### config.mk
export PLATFORM = sky130hd
export DESIGN_NAME = pio_cnt_calc
export DESIGN_NICKNAME = d
export VERILOG_FILES = /design/src/rtl/pio_cnt_calc.sv
export SDC_FILE = /design/constraint.sdc
export NUM_CORES = 1
export LEC_CHECK = 0
export CAP_MARGIN = 20
export CORE_UTILIZATION = 65
export CTS_CLUSTER_SIZE = 14
export DETAILED_ROUTE_END_ITERATION = 7
export DONT_BUFFER_PORTS = 1
export MAX_ROUTING_LAYER = met4
export PLACE_DENSITY = 0.86
export SETUP_SLACK_MARGIN = 0.1
export SYNTH_ARGS = -nofsm -noshare
export SYNTH_HDL_FRONTEND = slang
export SYNTH_SLANG_ARGS = --single-unit
### constraint.sdc
create_clock -name clk -period 11.8 [get_ports clk]
set_input_delay 0.59 -clock clk [delete_from_list [all_inputs] [get_ports clk]]
set_output_delay 0.59 -clock clk [all_outputs]
set_load 0.03 [all_outputs]
### src/rtl/pio_cnt_calc.sv
module pio_cnt_calc #(
  parameter int TW = 16,
  parameter int PW = 8,
  parameter int CW = 8
) (
  input  logic          clk,
  input  logic          rst_n,
  input  logic          start,
  input  logic [TW-1:0] setup_ns,
  input  logic [TW-1:0] active_ns,
  input  logic [TW-1:0] cycle_ns,
  input  logic [PW-1:0] period_ns,
  input  logic [1:0]    rev,
  input  logic          merge_en,
  input  logic [CW-1:0] mate_setup,
  input  logic [4:0]    mate_active,
  input  logic [4:0]    mate_recov,
  output logic          busy,
  output logic          done,
  output logic [CW-1:0] setup_cnt,
  output logic [4:0]    active_cnt,
  output logic [4:0]    recov_cnt
);
  localparam int SW = TW + 3;
  localparam int CMAX = (1 << CW) - 1;

  logic [TW-1:0] l_set, l_act, l_cyc;
  logic [PW-1:0] l_per;
  logic [1:0]    l_rev;
  logic          l_mrg, fin;
  logic [CW-1:0] l_mset;
  logic [4:0]    l_mact, l_mrec;
  logic signed [SW-1:0] rem;
  logic [TW-1:0] q, q_cyc, q_set, q_act, q_rt;
  logic [1:0]    idx;

  logic signed [SW-1:0] rt_ns, nxt_op;
  assign rt_ns = $signed({3'b0, l_cyc}) - $signed({3'b0, l_set}) - $signed({3'b0, l_act});

  always_comb begin
    case (idx)
      2'd0:    nxt_op = $signed({3'b0, l_set});
      2'd1:    nxt_op = $signed({3'b0, l_act});
      default: nxt_op = rt_ns;
    endcase
  end

  logic signed [SW-1:0] act0, r2, ra, rb, actc, rc, rd;
  logic [CW-1:0] set_f, set_m;
  logic [4:0]    act_f, rec_f;

  always_comb begin
    act0 = (q_act < 2) ? SW'(2) : $signed({3'b0, q_act});
    r2   = $signed({3'b0, q_cyc}) - $signed({3'b0, q_set}) - act0;
    if (r2 < 0) r2 = '0;
    ra   = ($signed({3'b0, q_rt}) > r2) ? $signed({3'b0, q_rt}) : r2;
    rb   = (ra < 2) ? SW'(2) : ra;
    actc = act0;
    rc   = rb;
    if (rb > 17) begin
      actc = act0 + rb - 17;
      rc   = 17;
    end
    if (actc > 16) actc = 16;
    rd = (l_rev > 2'd1) ? rc - 1 : rc;
    if (rd > 16) rd = 16;
    set_f = (q_set > TW'(CMAX)) ? CW'(CMAX) : q_set[CW-1:0];
    act_f = actc[4:0];
    rec_f = rd[4:0];
  end

  assign set_m = (l_mrg && l_mset > set_f) ? l_mset : set_f;

  always_ff @(posedge clk or negedge rst_n) begin
    if (!rst_n) begin
      busy <= 1'b0; done <= 1'b0; fin <= 1'b0;
      l_set <= '0; l_act <= '0; l_cyc <= '0; l_per <= '0; l_rev <= '0;
      l_mrg <= 1'b0; l_mset <= '0; l_mact <= '0; l_mrec <= '0;
      rem <= '0; q <= '0; idx <= '0;
      q_cyc <= '0; q_set <= '0; q_act <= '0; q_rt <= '0;
      setup_cnt <= '0; active_cnt <= '0; recov_cnt <= '0;
    end else begin
      done <= 1'b0;
      if (!busy) begin
        if (start) begin
          busy <= 1'b1;
          l_set <= setup_ns; l_act <= active_ns; l_cyc <= cycle_ns;
          l_per <= (period_ns == '0) ? PW'(1) : period_ns;
          l_rev <= rev; l_mrg <= merge_en;
          l_mset <= mate_setup; l_mact <= mate_active; l_mrec <= mate_recov;
          rem <= $signed({3'b0, cycle_ns});
          q <= '0; idx <= '0;
        end
      end else if (fin) begin
        fin <= 1'b0; busy <= 1'b0; done <= 1'b1;
        setup_cnt  <= set_m;
        active_cnt <= (l_mrg && l_mact > act_f) ? l_mact : act_f;
        recov_cnt  <= (l_mrg && l_mrec > rec_f) ? l_mrec : rec_f;
      end else if (rem > 0) begin
        rem <= rem - $signed({{(SW-PW){1'b0}}, l_per});
        q <= q + 1'b1;
      end else begin
        case (idx)
          2'd0:    q_cyc <= q;
          2'd1:    q_set <= q;
          2'd2:    q_act <= q;
          default: q_rt  <= q;
        endcase
        if (idx == 2'd3) fin <= 1'b1;
        else begin
          idx <= idx + 1'b1;
          rem <= nxt_op;
          q <= '0;
        end
      end
    end
  end
endmodule

# After elaboration in Yosys (flattened, before gate mapping)
# Index checks and enable logic that the tools add are counted.
# word_totals
output_inout_bits,20
ff_bits,199
inputBits,80
word_cells,109
# classes
mux,38
eq_ne,7
magnitude_cmp,13
n_addsub,10
n_reduce_logical,15
bitwise_logic,4
# op_table
op,count
$mux W19,11
$mux W16,6
$gt A19 B6 Y1 const B,3
$pmux W19 S2,1
$sub A17 B17 Y18,2
$sub A16 B16 Y17,2
$mux W8,3
$mux W5,4
$reduce_and A4 Y1,5
$add A17 B19 Y19,1
$gt A17 B19 Y1,1
$gt A19 B1 Y1 const B,1
$lt A19 B3 Y1 const B,1
$sub A19 B2 Y19 const B,1
$sub A19 B6 Y19 const B,1
$sub A19 B9 Y19,1
$lt A18 B1 Y1 const B,1
$add A16 B1 Y16 const B,1
$gt A16 B8 Y1 const B,1
$lt A16 B2 Y1 const B,1
$gt A5 B5 Y1,2
$mux W2,5
$gt A8 B8 Y1,1
$logic_not A8 Y1,1
14 further kinds,30

# Logic depth before layout (Yosys ltp)
# Gate-level depths: netlist of run 1.
# depth
ltp_word,18
mapped_depth,61
mapped_depth_nobuf,59

# Worst setup path before layout of run 1
# No wires, ideal clock.
# synth_path
path_type,flip-flop to flip-flop
from,reg q_set[1]
to,reg active_cnt[2]
arrival_ns,10.587
path_buffers,2
setup_ns,0.126
t_required_ns,11.674
synth_period_minus_slack_ns,10.713
slack_ns,1.087
path_stages_with_launch,58
cell_sequence,dfrtp_1 inv_1 ha_1 nor2b_1 o21ai_0 a21boi_0 o21ai_0 nand2b_1 a21o_1 a21o_1 a31oi_1 a21oi_1 a211o_1 a21oi_1 xnor2_1 ha_1 a21o_1 a31oi_1 [... 22 more ...] o211ai_1 a31oi_1 xnor2_1 and4_1 nand4_1 a2111oi_0 a31o_2 and2_1 a2bb2oi_1 ha_1 nor2b_1 o21a_1 o21ai_0 nand2b_1 a21oi_1 nor2_1 and3_1 a221o_1
# synth_via
elab_chain_len,16
elab_cells_between_ends,17
classes_between,add/sub: 4; order compare: 6; mux: 6; reduce/logical: 1
# synth_lines
item,line_no,text
from (decl),34,"logic [TW-1:0] q, q_cyc, q_set, q_act, q_rt;"
from (signal assigned),105,2'd1: q_set <= q;
$sub A16 B16 Y17 (*),54,"r2 = $signed({3'b0, q_cyc}) - $signed({3'b0, q_set}) - act0;"
$sub A17 B17 Y18 (*),54,
$lt A18 B1 Y1,55,if (r2 < 0) r2 = '0;
$mux W19 (*),55,
$gt A17 B19 Y1,56,"ra = ($signed({3'b0, q_rt}) > r2) ? $signed({3'b0, q_rt}) : r2;"
$mux W19 (*),56,
$lt A19 B3 Y1,57,rb = (ra < 2) ? SW'(2) : ra;
$mux W19 (*),57,
$add A17 B19 Y19,61,actc = act0 + rb - 17;
$sub A19 B6 Y19,61,
$mux W19 (*),60,if (rb > 17) begin
$gt A19 B6 Y1,64,if (actc > 16) actc = 16;
$mux W5 (*),64,
$gt A5 B5 Y1,97,active_cnt <= (l_mrg && l_mact > act_f) ? l_mact : act_f;
$logic_and A1 B1 Y1,97,
$mux W5 (*),97,
to (signal assigned),97,
to (decl),21,"output logic [4:0] active_cnt,"
# Mark *: on every way between the ends. The rest lies on a longest branch, timed or not.
# A chain may end at the register's enable or synchronous reset.

# Worst setup path after layout of run 1
# layout_path
from,reg q_cyc[1]
to,reg active_cnt[2]
# layout_via
elab_chain_len,16
elab_cells_between_ends,17
classes_between,add/sub: 4; order compare: 6; mux: 6; reduce/logical: 1
# layout_lines
item,line_no,text
from (decl),34,
from (signal assigned),104,2'd0: q_cyc <= q;
$sub A16 B16 Y17 (*),54,
$sub A17 B17 Y18 (*),54,
$lt A18 B1 Y1,55,
$mux W19 (*),55,
$gt A17 B19 Y1,56,
$mux W19 (*),56,
$lt A19 B3 Y1,57,
$mux W19 (*),57,
$add A17 B19 Y19,61,
$sub A19 B6 Y19,61,
$mux W19 (*),60,
$gt A19 B6 Y1,64,
$mux W5 (*),64,
$gt A5 B5 Y1,97,
$logic_and A1 B1 Y1,97,
$mux W5 (*),97,
# Marks and branches as above.

==> results.py, run 1 <==
metrics = {
    "cts": {
        "root_buffer": "clkbuf_16",
        "clockBufferDepth": 2,
        "worstSkewPairLatency_ns": 0.45,
        "cts_tree": "done",
        "clk_pin_slew_ns": 0.08,
        "clock-sinks": 198,
        "htree_num_levels": 4,
        "cts_made_buffers": 17,
    },
    "sta": {
        "tightest_slew_ns": 0.956,
        "max-slew-margin-rel": 0.361,
        "hold_violations": 0,
        "skew_ns": 0.0169,
        "fin_crit_ns": 11.18,
        "rsz0062_at_grt": "false",
        "drv_slew": 0,
        "setup_viol": 0,
        "fmax_mhz": 89.4,
        "post-route-period-util": 0.948,
        "hold_ws_ns": 0.225,
    },
    "global_routing": {
        "track_usage": 0.316,
        "antenna_found_initial": 0,
        "overflow": 0,
        "grt_max_degree": 199,
        "grt_pass1_wl_um": 55100,
        "grt_pass1_vias": 11800,
    },
    "critical_path": {
        "slowest_delay_ns": 0.40,
        "rrSetupSlack_ns": 0.62,
        "crit_top_cell": "ha_1",
        "reg2reg_to": "active_cnt[2]$_DFFE_PN0P_",
        "crit_path_end_kind": "flip-flop",
        "required_ns": 12.13,
        "worstPathMaxFanout": 22,
        "critPathKind": "flip-flop to flip-flop",
        "r2r-start": "q_cyc[1]$_DFFE_PN0P_",
        "arrival_ns": 11.52,
        "crit_path_start_kind": "flip-flop",
        "critPathSlowestCell": "dfrtp_1",
        "reg2regPathDepth": 57,
    },
    "detailed_routing": {
        "via_per_inst": 6.29,
        "totalWireLength_um": 34600,
        "wl_per_cell_um": 18.1,
        "vias": 12000,
        "ant_nets": 0,
        "dr.pass1.iters": 5,
        "drcViolationCount": 0,
        "drtIter0Drc": 659,
    },
    "synthesis": {
        "synth_cells": 1634,
        "synth-edff-count": 0,
        "yosysWarnings": 0,
        "synth_nets": 1866,
        "synth_area_um2": 14400,
        "synth_async_sr_flop_share": 1.00,
        "ys_ff_latch": 198,
        "synth_area_per_cell_um2": 8.84,
        "synth_ff_type": "dfrtp_1",
        "synth_seq_area_share": 0.343,
        "ys_types": 80,
    },
    "layout": {
        "fin_cells": 1914,
        "final_nets": 1853,
        "diodes": 0,
        "drive_gt1_frac": 0.117,
        "area_growth_pct": 7.29,
        "final_util": 0.710,
    },
    "place": {
        "port_buffers": 0,
        "placed_cells": 1877,
        "gp_congestion": 0.944,
        "hpwl_um": 24900,
    },
    "worst_hold_path": {
        "min_path_type": "input port to asynchronous set/reset pin",
    },
    "run": {
        "cap_violations": 0,
    },
    "die": {
        "floorplan.initialDensity": 0.662,
        "rows": 54,
        "coreArea_um2": 21800,
        "die_w_um": 151,
        "dieArea_um2": 22800,
        "fp.dieH_um": 151,
        "io_pins": 100,
    },
    "run_status": {
        "status": "finished, final reports clean",
    },
}
Yosys cell counts (7+ instances only):
cell      number  area (um2)
nand2b_1       9        56.3
o31ai_1       15         113
xnor2_1       45         394
a21o_1        24         180
nand4_1        8        50.1
a31oi_1       16         100
o211ai_1      10        75.1
clkbuf_1      46         173
nor2_1       112         420
and3_1        15        93.8
a22oi_1       12        90.1
inv_1        154         578
or2_2          7        43.8
nand2_1      164         616
nor4_1        14        87.6
a21oi_1      101         505
dfrtp_1      198        4950
o21ai_0      137         686
mux2_2        90        1010
or3_1         13        81.3
o22ai_1        9        56.3
ha_1         146        1830
a221oi_1       8        70.1
o21a_1        16         120
nor3_1        30         150
nand3_1       38         190
nor2b_1       31         194
mux2i_1        8        80.1
xor2_1        33         289
a211oi_1      11        82.6
worst max-delay path, delay by kind of cell (launching register included):
kind | cells | cell delay [ns]
adders and majority gates | 7 | 1.98
and+or+nand+nor | 11 | 1.51
buffers and inverters | 6 | 0.80
AOI/OAI and AO/OA | 32 | 6.26
xor gates and xnor gates | 1 | 0.11
DFF | 1 | 0.40
worst max path at each step:
stage,start,endpoint,slack [ns],cells past startpoint
after CTS,q_cyc[1]$_DFFE_PN0P_,active_cnt[2]$_DFFE_PN0P_,0.11,59
after floorplan,q_set[1]$_DFFE_PN0P_,active_cnt[2]$_DFFE_PN0P_,1.09,57
final,q_cyc[1]$_DFFE_PN0P_,active_cnt[2]$_DFFE_PN0P_,0.62,57
after global routing,q_set[2]$_DFFE_PN0P_,active_cnt[3]$_DFFE_PN0P_,0.09,59
after global placement,q_cyc[1]$_DFFE_PN0P_,active_cnt[2]$_DFFE_PN0P_,0.28,56
after detailed placement,q_cyc[1]$_DFFE_PN0P_,active_cnt[2]$_DFFE_PN0P_,-0.05,57
metrics by stage:
| stage | setup slack [ns] | area [um2] | TNS, ns |
|---|---|---|---|
| 6_report | 0.615 | 15500 | 0 |
| 5_1_grt | 0.0939 | 15500 | 0 |
| 2_1_floorplan | 1.09 | 14400 | 0 |
| 3_3_place_gp | 0.279 | 14700 | 0 |
| 3_5_place_dp | -0.0532 | 14700 | -0.105 |
| 4_1_cts | 0.105 | 15400 | 0 |
what timing repair did:
item,4_1_cts,5_1_grt
hold buffers,1,0
setup endpoints to repair,5,5
endpoints found under the hold margin,198,0
setup buffers,0,4
gates resized for setup,4,19
pin swaps,1,6
routing by layer:
metal	vias to the layer above	part of all wire	routed length, um	track usage
li1	5743	-	-	-
met1	5837	0.40	14000	0.358
met2	371	0.51	17600	0.555
met5	-	0	0	-
met3	94	0.056	1920	0.0512
met4	0	0.030	1050	0.130
layout make-up:
type / instances / area (um2)
clock buffer: 18 / 439
fill: 1594 / 6330
multi-input combinational: 1226 / 8790
clock inverter: 14 / 173
inverter: 154 / 578
tap: 280 / 350
timing repair buffer: 24 / 208
sequential: 198 / 4950
flip-flops by register name (all words and copies together), names as in the netlist, 16 cells and up:
register,cells
q_rt,16
l_cyc,16
q_cyc,16
l_set,16
l_act,16
q_set,16
q_act,16
rem,19
q,16
cells in the final DEF, fill, tap and decap left out, types with 13 or more instances in the layout:
cell       instances
a21o_1            23
a21oi_1           99
and3_1            14
buf_4             21
clkbuf_16         17
dfrtp_1          198
ha_1             144
inv_1            154
mux2_2            90
nand2_1          163
nand3_1           38
nor2_1           111
nor2b_1           30
nor3_1            30
nor4_1            14
o21a_1            16
o21ai_0          135
o31ai_1           15
or3_1             13
xnor2_1           45
xor2_1            33
cells by family (layout without fill, tap and decap cells):
logic type | count (synthesis) | in the layout | synth area share
buf+inv | 210 | 210 | 0.0555
xor+xnor | 78 | 78 | 0.0473
fa+ha+maj | 152 | 152 | 0.135
compound gates | 436 | 436 | 0.195
flops | 198 | 198 | 0.343
mux | 98 | 98 | 0.0757
simple gates | 462 | 462 | 0.148
Power of run 1 is left out: the tool's default activity adds up to more than one toggle a clock period on the data nets, which glitch-free logic cannot reach.
==> inputs of run 2 (changes only) <==
CORE_MARGIN = 2   (was default)
==> run 2 against run 1 <==
Compared with the run above: clock skew about the same; utilization increased by 0.057 points; global-route usage decreased by 1.0 points; wire length increased by 0.21%; die area increased by 2.7%; critical endpoint is now active_cnt[0]$_DFFE_PN0P_; critical path type unchanged; worst setup slack improved by 0.053 ns; sequential cell count unchanged; register-to-register slack improved by 0.05 ns; via count decreased by 0.37%.
==> results.py, run 2 (synthesis gave the netlist of run 1 again) <==
metrics = {
    "cts": {
        "htree_num_levels": 4,
        "cts_tree": "done",
        "root_buffer": "clkbuf_16",
        "clk_pin_slew_ns": 0.08,
        "cts_made_buffers": 17,
        "clock-sinks": 198,
        "worstSkewPairLatency_ns": 0.46,
        "clockBufferDepth": 2,
    },
    "layout": {
        "final_util": 0.711,
        "top_register": "rem",
        "multi_input_area_um2": 8790,
        "final_cell_mix": "198 x dfrtp_1, 163 x nand2_1, 154 x inv_1, 145 x ha_1, 135 x o21ai_0",
        "area_growth_pct": 7.37,
        "final_nets": 1858,
        "fillers": 1604,
        "ff_latch_area_um2": 4950,
        "drive_gt1_frac": 0.120,
        "layout_commonest_cell": "dfrtp_1",
        "fin_area_um2": 15500,
        "diodes": 0,
        "largest_reg_flops": 19,
    },
    "place": {
        "port_buffers": 0,
        "gp_congestion": 0.895,
        "hpwl_um": 25200,
        "dpl_cell_area_um2": 14800,
    },
    "global_routing": {
        "grt_max_degree": 199,
        "overflow": 0,
        "antenna_found_initial": 0,
        "grt_pass1_vias": 12000,
        "grt_pass1_wl_um": 57300,
        "track_usage": 0.306,
    },
    "die": {
        "dieArea_um2": 23400,
        "die_w_um": 153,
        "rows": 54,
        "coreArea_um2": 21800,
        "floorplan.initialDensity": 0.662,
        "io_pins": 100,
        "fp.dieH_um": 153,
    },
    "detailed_routing": {
        "ant_nets": 0,
        "wl_per_cell_um": 18.0,
        "vias": 12000,
        "totalWireLength_um": 34600,
        "dr.pass1.iters": 8,
        "via_per_inst": 6.25,
        "drtIter0Drc": 889,
        "drcViolationCount": 0,
    },
    "sta": {
        "setup_viol": 0,
        "fmax_mhz": 89.8,
        "tightest_slew_ns": 0.986,
        "hold_ws_ns": 0.146,
        "post-route-period-util": 0.943,
        "fin_tns_setup_ns": 0,
        "max-slew-margin-rel": 0.340,
        "skew_ns": 0.0170,
        "fin_crit_ns": 11.13,
        "hold_violations": 0,
        "rsz0062_at_grt": "false",
        "drv_slew": 0,
    },
    "critical_path": {
        "required_ns": 12.13,
        "critPathLaunch": "q_cyc[1]$_DFFE_PN0P_",
        "critPathSlowestCell": "dfrtp_1",
        "worstSetupEndpoint": "active_cnt[0]$_DFFE_PN0P_",
        "slowest_delay_ns": 0.40,
        "r2r-start": "q_cyc[1]$_DFFE_PN0P_",
        "rrSetupSlack_ns": 0.67,
        "reg2regPathDepth": 57,
        "crit_path_start_kind": "flip-flop",
        "critPathKind": "flip-flop to flip-flop",
        "crit_path_end_kind": "flip-flop",
        "arrival_ns": 11.47,
        "reg2reg_to": "active_cnt[0]$_DFFE_PN0P_",
        "crit_top_cell": "ha_1",
        "worstPathMaxFanout": 8,
    },
    "run": {
        "cap_violations": 0,
    },
    "run_status": {
        "status": "finished, final reports clean",
    },
    "worst_hold_path": {
        "min_path_type": "input port to asynchronous set/reset pin",
    },
}
-- run 2: worst max-delay path, delay by kind of cell, from the launching register on --
kind / cells / cell delay [ns]
buf+inv: 4 / 0.49
fa+ha+maj: 7 / 2.05
compound gates: 29 / 5.69
simple gates: 15 / 2.08
xor+xnor: 2 / 0.33
flops: 1 / 0.40
-- run 2: metal layers --
layer  part of all wire  GRT usage  vias to the layer above
met5                  0          -                        -
met4              0.027      0.115                        0
met3              0.052     0.0437                       77
met2               0.51      0.526                      380
met1               0.41      0.367                     5763
li1                   -          -                     5780
-- run 2: layout make-up --
type	instances	share of cell area
clock inverter	15	0.0111
tap	280	0.0226
multi-input combinational	1226	0.567
timing repair buffer	29	0.0153
inverter	154	0.0373
clock buffer	17	0.0274
sequential	198	0.320
-- run 2: per-stage QoR --
stage	setup slack, ns	instances
floorplan	1.09	1634
global route	0.0431	1919
detailed placement	0.124	1883
CTS	0.113	1916
finish	0.669	1919
global placement	0.271	1883
-- run 2: how the worst min path moves through the flow --
stage | depth (start not counted) | end | slack [ns] | start
floorplan | 0 | active_cnt[0]$_DFFE_PN0P_ | 0.29 | rst_n
global placement | 0 | l_act[2]$_DFFE_PN0P_ | 0.30 | rst_n
detailed placement | 0 | l_set[2]$_DFFE_PN0P_ | 0.30 | rst_n
CTS | 2 | l_act[11]$_DFFE_PN0P_ | 0.24 | active_ns[11]
global route | 2 | l_act[12]$_DFFE_PN0P_ | 0.26 | active_ns[12]
finish | 1 | l_per[0]$_DFFE_PN0P_ | 0.15 | rst_n
-- run 2: timing repair --
action	4_1_cts	5_1_grt
endpoints found under the setup margin	4	5
hold buffers	1	0
pin swaps	0	6
endpoints found under the hold margin	198	0
gates resized for setup	3	19
buffers inserted	0	3
Power of run 2 is left out for the same reason.
